### config.mk
export PLATFORM = sky130hd
export DESIGN_NAME = mdrop_rx
export DESIGN_NICKNAME = d
export VERILOG_FILES = /design/src/rtl/mdrop_pkg.sv /design/src/rtl/mdrop_sync.sv /design/src/rtl/mdrop_frame.sv /design/src/rtl/mdrop_idle.sv /design/src/rtl/mdrop_rx.sv
export SDC_FILE = /design/constraint.sdc
export NUM_CORES = 1
export LEC_CHECK = 0
export ABC_AREA = 1
export ABC_CLOCK_PERIOD_IN_PS = 1900
export BUFFER_PORTS_ARGS = -buffer_cell sky130_fd_sc_hd__buf_2
export CAP_MARGIN = 25
export CORE_AREA = 2 2 64 66
export CTS_BUF_LIST = sky130_fd_sc_hd__clkbuf_8
export DETAILED_ROUTE_END_ITERATION = 12
export DIE_AREA = 0 0 66 68
export GPL_TIMING_DRIVEN = 0
export HOLD_SLACK_MARGIN = 0.15
export PLACE_DENSITY = 0.79
export SLEW_MARGIN = 20
export SYNTH_ARGS = -nofsm -noshare
export SYNTH_HDL_FRONTEND = slang
export SYNTH_SLANG_ARGS = --single-unit
### constraint.sdc
create_clock -name clk -period 1.9 [get_ports clk]
set_clock_uncertainty 0.2 [all_clocks]
set_input_delay 0.19 -clock clk [delete_from_list [all_inputs] [get_ports clk]]
set_output_delay 0.19 -clock clk [all_outputs]
set_load 0.01 [all_outputs]
### src/rtl/mdrop_pkg.sv
`timescale 1ns/1ps
package mdrop_pkg;
  // Receive sequencer phases
  typedef enum logic [1:0] {
    RX_IDLE  = 2'd0,
    RX_START = 2'd1,
    RX_SHIFT = 2'd2,
    RX_STOP  = 2'd3
  } rx_state_t;
endpackage

### src/rtl/mdrop_sync.sv
`timescale 1ns/1ps
module mdrop_sync #(
  parameter int   STAGES  = 2,
  parameter logic RST_VAL = 1'b1
) (
  input  logic clk,
  input  logic rst_n,
  input  logic d,
  output logic q
);
  logic [STAGES-1:0] sr_q;

  always_ff @(posedge clk or negedge rst_n) begin
    if (!rst_n) sr_q <= {STAGES{RST_VAL}};
    else        sr_q <= {sr_q[STAGES-2:0], d};
  end

  assign q = sr_q[STAGES-1];
endmodule

### src/rtl/mdrop_frame.sv
`timescale 1ns/1ps
module mdrop_frame
  import mdrop_pkg::*;
#(
  parameter int OSR   = 16,
  parameter int NBITS = 9
) (
  input  logic             clk,
  input  logic             rst_n,
  input  logic             tick,
  input  logic             rxd_s,
  input  logic             en,
  output logic             busy,
  output logic             done,
  output logic [NBITS-1:0] bits,
  output logic             stop_ok
);
  localparam int CW = $clog2(OSR);
  localparam int BW = $clog2(NBITS);
  localparam logic [CW-1:0] LAST_T = CW'(OSR - 1);
  localparam logic [CW-1:0] MID_T  = CW'(OSR / 2 - 1);
  localparam logic [BW-1:0] LAST_B = BW'(NBITS - 1);

  rx_state_t        state_q, state_n;
  logic [CW-1:0]    cnt_q, cnt_n;
  logic [BW-1:0]    idx_q, idx_n;
  logic [NBITS-1:0] sh_q, sh_n;
  logic             done_q, done_n;
  logic             stop_q, stop_n;

  always_comb begin
    state_n = state_q;
    cnt_n   = cnt_q;
    idx_n   = idx_q;
    sh_n    = sh_q;
    done_n  = 1'b0;
    stop_n  = stop_q;
    if (tick) begin
      case (state_q)
        RX_IDLE: begin
          if (en && !rxd_s) begin
            state_n = RX_START;
            cnt_n   = '0;
          end
        end
        RX_START: begin
          if (cnt_q == MID_T) begin
            cnt_n   = '0;
            idx_n   = '0;
            state_n = rxd_s ? RX_IDLE : RX_SHIFT;
          end else begin
            cnt_n = cnt_q + 1'b1;
          end
        end
        RX_SHIFT: begin
          if (cnt_q == LAST_T) begin
            cnt_n = '0;
            sh_n  = {rxd_s, sh_q[NBITS-1:1]};
            if (idx_q == LAST_B) state_n = RX_STOP;
            else                 idx_n   = idx_q + 1'b1;
          end else begin
            cnt_n = cnt_q + 1'b1;
          end
        end
        RX_STOP: begin
          if (cnt_q == LAST_T) begin
            cnt_n   = '0;
            done_n  = 1'b1;
            stop_n  = rxd_s;
            state_n = RX_IDLE;
          end else begin
            cnt_n = cnt_q + 1'b1;
          end
        end
        default: state_n = RX_IDLE;
      endcase
    end
  end

  always_ff @(posedge clk or negedge rst_n) begin
    if (!rst_n) begin
      state_q <= RX_IDLE;
      cnt_q   <= '0;
      idx_q   <= '0;
      sh_q    <= '0;
      done_q  <= 1'b0;
      stop_q  <= 1'b1;
    end else begin
      state_q <= state_n;
      cnt_q   <= cnt_n;
      idx_q   <= idx_n;
      sh_q    <= sh_n;
      done_q  <= done_n;
      stop_q  <= stop_n;
    end
  end

  assign busy    = (state_q != RX_IDLE);
  assign done    = done_q;
  assign bits    = sh_q;
  assign stop_ok = stop_q;
endmodule

### src/rtl/mdrop_idle.sv
`timescale 1ns/1ps
module mdrop_idle #(
  parameter int OSR       = 16,
  parameter int IDLE_BITS = 10
) (
  input  logic clk,
  input  logic rst_n,
  input  logic tick,
  input  logic rxd_s,
  input  logic busy,
  input  logic restart,
  output logic idle_seen
);
  localparam int LIMIT = OSR * IDLE_BITS;
  localparam int CW    = $clog2(LIMIT + 1);
  localparam logic [CW-1:0] LIM = CW'(LIMIT);

  logic [CW-1:0] cnt_q, cnt_n;

  always_comb begin
    cnt_n = cnt_q;
    if (restart || busy || !rxd_s)  cnt_n = '0;
    else if (tick && cnt_q != LIM)  cnt_n = cnt_q + 1'b1;
  end

  always_ff @(posedge clk or negedge rst_n) begin
    if (!rst_n) cnt_q <= '0;
    else        cnt_q <= cnt_n;
  end

  assign idle_seen = (cnt_q == LIM);
endmodule

### src/rtl/mdrop_rx.sv
`timescale 1ns/1ps
module mdrop_rx #(
  parameter int OSR         = 16,
  parameter int DATA_W      = 8,
  parameter int IDLE_BITS   = 10,
  parameter int SYNC_STAGES = 2
) (
  input  logic              clk,
  input  logic              rst_n,
  input  logic              os_tick,
  input  logic              rxd,
  input  logic              rx_en,
  input  logic              wake_addr,
  input  logic              sleep_set,
  input  logic              rd_strobe,
  output logic [DATA_W-1:0] rx_data,
  output logic              rx_ninth,
  output logic              rx_full,
  output logic              rx_irq,
  output logic              frame_err,
  output logic              overrun,
  output logic              sleeping
);
  localparam int NBITS = DATA_W + 1;

  logic             rst_q_n;
  logic             rxd_s;
  logic             fr_busy, fr_done, fr_stop_ok, fr_ninth, idle_seen;
  logic [NBITS-1:0] fr_bits;

  // Reset: asserted asynchronously, released through two flops
  mdrop_sync #(.STAGES(2), .RST_VAL(1'b0)) u_rst_sync (
    .clk(clk), .rst_n(rst_n), .d(1'b1), .q(rst_q_n)
  );

  mdrop_sync #(.STAGES(SYNC_STAGES), .RST_VAL(1'b1)) u_rxd_sync (
    .clk(clk), .rst_n(rst_q_n), .d(rxd), .q(rxd_s)
  );

  mdrop_frame #(.OSR(OSR), .NBITS(NBITS)) u_frame (
    .clk(clk), .rst_n(rst_q_n), .tick(os_tick), .rxd_s(rxd_s), .en(rx_en),
    .busy(fr_busy), .done(fr_done), .bits(fr_bits), .stop_ok(fr_stop_ok)
  );

  mdrop_idle #(.OSR(OSR), .IDLE_BITS(IDLE_BITS)) u_idle (
    .clk(clk), .rst_n(rst_q_n), .tick(os_tick), .rxd_s(rxd_s),
    .busy(fr_busy), .restart(sleep_set), .idle_seen(idle_seen)
  );

  assign fr_ninth = fr_bits[NBITS-1];

  // Sleep control
  logic sleep_q, sleep_n, sleep_en;
  logic wake_by_addr, wake_by_idle, accept;

  assign wake_by_addr = fr_done && wake_addr && fr_ninth;
  assign wake_by_idle = !wake_addr && idle_seen;
  assign accept       = fr_done && (!sleep_q || wake_by_addr);

  always_comb begin
    sleep_en = 1'b0;
    sleep_n  = sleep_q;
    if (sleep_set) begin
      sleep_en = 1'b1;
      sleep_n  = 1'b1;
    end else if (sleep_q && (wake_by_idle || wake_by_addr)) begin
      sleep_en = 1'b1;
      sleep_n  = 1'b0;
    end
  end

  always_ff @(posedge clk or negedge rst_q_n) begin
    if (!rst_q_n)      sleep_q <= 1'b0;
    else if (sleep_en) sleep_q <= sleep_n;
  end

  // Holding register and status flags
  logic              full_q, full_n, ovr_q, ovr_n, flag_en, load_en;
  logic [DATA_W-1:0] data_q;
  logic              ninth_q, ferr_q;

  always_comb begin
    full_n  = full_q;
    ovr_n   = ovr_q;
    load_en = 1'b0;
    if (rd_strobe) begin
      full_n = 1'b0;
      ovr_n  = 1'b0;
    end
    if (accept) begin
      if (full_q && !rd_strobe) begin
        ovr_n = 1'b1;
      end else begin
        load_en = 1'b1;
        full_n  = 1'b1;
      end
    end
    flag_en = rd_strobe || accept;
  end

  always_ff @(posedge clk or negedge rst_q_n) begin
    if (!rst_q_n) begin
      full_q <= 1'b0;
      ovr_q  <= 1'b0;
    end else if (flag_en) begin
      full_q <= full_n;
      ovr_q  <= ovr_n;
    end
  end

  always_ff @(posedge clk or negedge rst_q_n) begin
    if (!rst_q_n) begin
      data_q  <= '0;
      ninth_q <= 1'b0;
      ferr_q  <= 1'b0;
    end else if (load_en) begin
      data_q  <= fr_bits[DATA_W-1:0];
      ninth_q <= fr_ninth;
      ferr_q  <= !fr_stop_ok;
    end
  end

  assign rx_data   = data_q;
  assign rx_ninth  = ninth_q;
  assign rx_full   = full_q;
  assign rx_irq    = full_q;
  assign frame_err = ferr_q;
  assign overrun   = ovr_q;
  assign sleeping  = sleep_q;
endmodule

==> results.cfg <==
[run_status]
status = completed

[setup_path]
crit_path_cell_trace = dlygate4sd3_1, buf_2, nand3_1, nand2_1, nand2_1, o21ai_0, dlygate4sd3_1
cp-end-kind = register
cpPeakStageDelay_ns = 0.58
critPathTopFamily = buffers and inverters
critPathKind = in2reg
critPathRequiredTime_ns = 1.94
start_kind = input pin
arrival_ns = 1.81
worst-path-buf-inv = 3
critPathSlowestCell = dlygate4sd3_1
path_max_fanout = 3

[sta]
tns_ns = 0
fin_ws_ns = 0.125
final-hold-violation-count = 0
fin_crit_ns = 1.78
rsz0062_at_grt = false
fmaxAchievable_mhz = 563
min_period_over_period_pct = 93.4
hold-worst-slack_ns = 0.156
final-setup-viol-count = 0
slew_viol_final = 0

[clocking]
clock_path_buffers = 2
cts_sinks = 46
path_clk_slew_ns = 0.08
numCtsBuffers = 5
cts_tree = built
clock-root-buffer = clkbuf_8
insertion_delay_ns = 0.30
htreeDepth = 2

[finish]
area_growth_pct = 17.2
final_nets = 323
utilization_pct = 67.0
n_antenna_cell = 0
drive_above_1_share_pct = 15.8
fill_cells = 331

[yosys]
synth_cells = 271
syn_area_per_cell_sq_um = 8.13
syn_area_sq_mm = 0.00220
ys_seq_area_share_pct = 52.4
synth_largest_area_cell = dfrtp_1
yosys-top-cells-area = dfrtp_1 (49%), nand2_1 (14%), nand3_1 (6.4%)
synth_top_area_share_pct = 48.8
ys_types = 27
synth_warnings = 0
synth_nets = 284
ys_ff_latch = 46

[place]
place_congestion = 0.846
post-place-ws_ns = 0.0939
io_buffer_count = 21
post-dp-hpwl_microns = 2910

[power_and_ir_drop]
intPower_mw = 1.46
p_per_area_mw_per_mm2 = 837
p_sw_share_pct = 32.5
pwr-share-comb_pct = 21.3
p_seq_share_pct = 52.7
totalPowerFinal_mw = 2.16
p_switching_mw = 0.703
power_frac_clock_pct = 26.1
p_leak_nw = 1.33
peakVddDrop_v = 0.000609

[floorplan]
fp-row-count = 23
core_area_sq_mm = 0.00386
die_h_microns = 68
die_area_sq_mm = 0.00449
fp.dieW_microns = 66
num_io_pins = 22
start_util_pct = 57.1

[global_route]
grt_pass1_vias = 1682
grt_util_all_layers_pct = 21.3
grt_pass1_wl_microns = 7250
grt-ovfl-total = 0
grt_max_degree = 36
antenna_found_initial = 0

[routing]
dr.first_iter.drc_count = 78
remaining_drc_errors = 0
vias = 1790
routedWlPerCell_microns = 11.6
routed_wl_microns = 4180
antenna_left = 0
drt_pass1_iterations = 5
viasPerCell = 4.96

[run]
max_cap_violations = 0

[worst_hold_path]
hp-class = reg2reg
per-stage QoR:
stage | std cells | cell area, sq um
global placement | 342 | 2370
floorplan | 271 | 2200
CTS | 361 | 2570
detailed placement | 343 | 2390
finish | 361 | 2580
global route | 361 | 2580
final timing paths:
kind / slack (ns) / endpoint / cells after the start / start
worst max-delay path: 0.12 / overrun / 7 / wake_addr
worst min-delay path: 0.16 / u_rst_sync.sr_q[1] / 0 / u_rst_sync.sr_q[0]
worst max register to register: 0.13 / u_frame.bits[5] / 5 / u_frame.cnt_q[0]
worst min register to register: 0.16 / u_rst_sync.sr_q[1] / 0 / u_rst_sync.sr_q[0]
max in group asynchronous: 0.61 / u_rxd_sync.sr_q[0] / 2 / u_rst_sync.sr_q[1]
min in group asynchronous: 0.53 / rx_full / 1 / u_rst_sync.sr_q[1]
cells in the final DEF (no fill, tap or decap), types with 2 or more instances in the layout:
cell type / n
dfrtp_1: 42
nor2_1: 24
dlygate4sd3_1: 10
o21ai_0: 21
nand2_1: 84
ha_1: 5
buf_4: 2
buf_2: 22
a21oi_1: 3
clkbuf_1: 2
nand3_2: 3
dfstp_2: 3
clkbuf_8: 5
nand4_1: 3
xor2_1: 3
nor3_1: 2
clkinv_2: 2
inv_2: 3
inv_1: 31
nand3_1: 27
nand2_2: 2
nor2_2: 2
layer usage:
metal  routed length (microns)  share of wire (%)  GRT usage (%)
met5                         0                  0              0
met4                        60                1.4           7.40
met3                       136                3.3           4.93
met2                      2000                 48           36.9
met1                      1980                 47           26.3
sequential cells by signal, summed over array words and instances, names as in the netlist, 2 cells and up, named ones only:
signal / count
u_rst_sync.sr_q: 2
u_idle.cnt_q: 8
rx_data: 8
u_frame.bits: 9
u_rxd_sync.sr_q: 2
u_frame.idx_q: 4
u_frame.cnt_q: 4
repair_timing:
item | CTS | global route
endpoints found under the setup margin | 0 | 12
hold buffers | 10 | 0
gates resized for setup | 0 | 2
endpoints found under the hold margin | 24 | 0
buffers inserted | 0 | 0
final cells by class:
type                    count  area, sq um  area share [%]
plain buffers               6         38.8            1.50
clock buffers               5         68.8            2.66
clock inverters             3         13.8           0.533
inverters                  33          124            4.80
multi-input cells         186          893            34.6
flip-flops and latches     46         1160            44.8
well taps                  50         62.6            2.42
repair buffers             32          225            8.72
logic make-up after synthesis:
group,after synthesis,synth area share [%]
other,1,0.170
AND/OR/NAND/NOR,149,29.1
flip-flops,46,52.4
AO/OA/AOI/OAI,27,6.53
adder cells (fa/ha/maj),5,2.84
buffers and inverters,39,7.38
XOR/XNOR,4,1.59
synthesized netlist by cell type:
master    number
a21oi_1        3
a22o_1         1
buf_2          1
buf_4          2
buf_6          1
clkbuf_1       2
conb_1         1
dfrtp_1       43
dfstp_2        3
ha_1           5
inv_1         30
inv_2          3
nand2_1       84
nand2_2        2
nand3_1       28
nand3_2        2
nand3b_1       1
nand4_1        3
nor2_1        25
nor2_2         1
nor3_1         2
nor3_4         1
o21ai_0       21
o21ai_2        1
o22ai_1        1
xnor2_1        1
xor2_1         3
power by group through the flow:
| stage | registers, mW | clock network, mW | logic [mW] |
|---|---|---|---|
| final | 1.14 | 0.563 | 0.460 |
| after global routing | 1.15 | 0.617 | 0.533 |
| after CTS | 1.13 | 0.583 | 0.448 |
| after detailed placement | 1.16 | 0 | 0.419 |
| after global placement | 1.16 | 0 | 0.388 |
| after floorplan | 1.15 | 0 | 0.325 |
(Power assumes the default switching activity.)
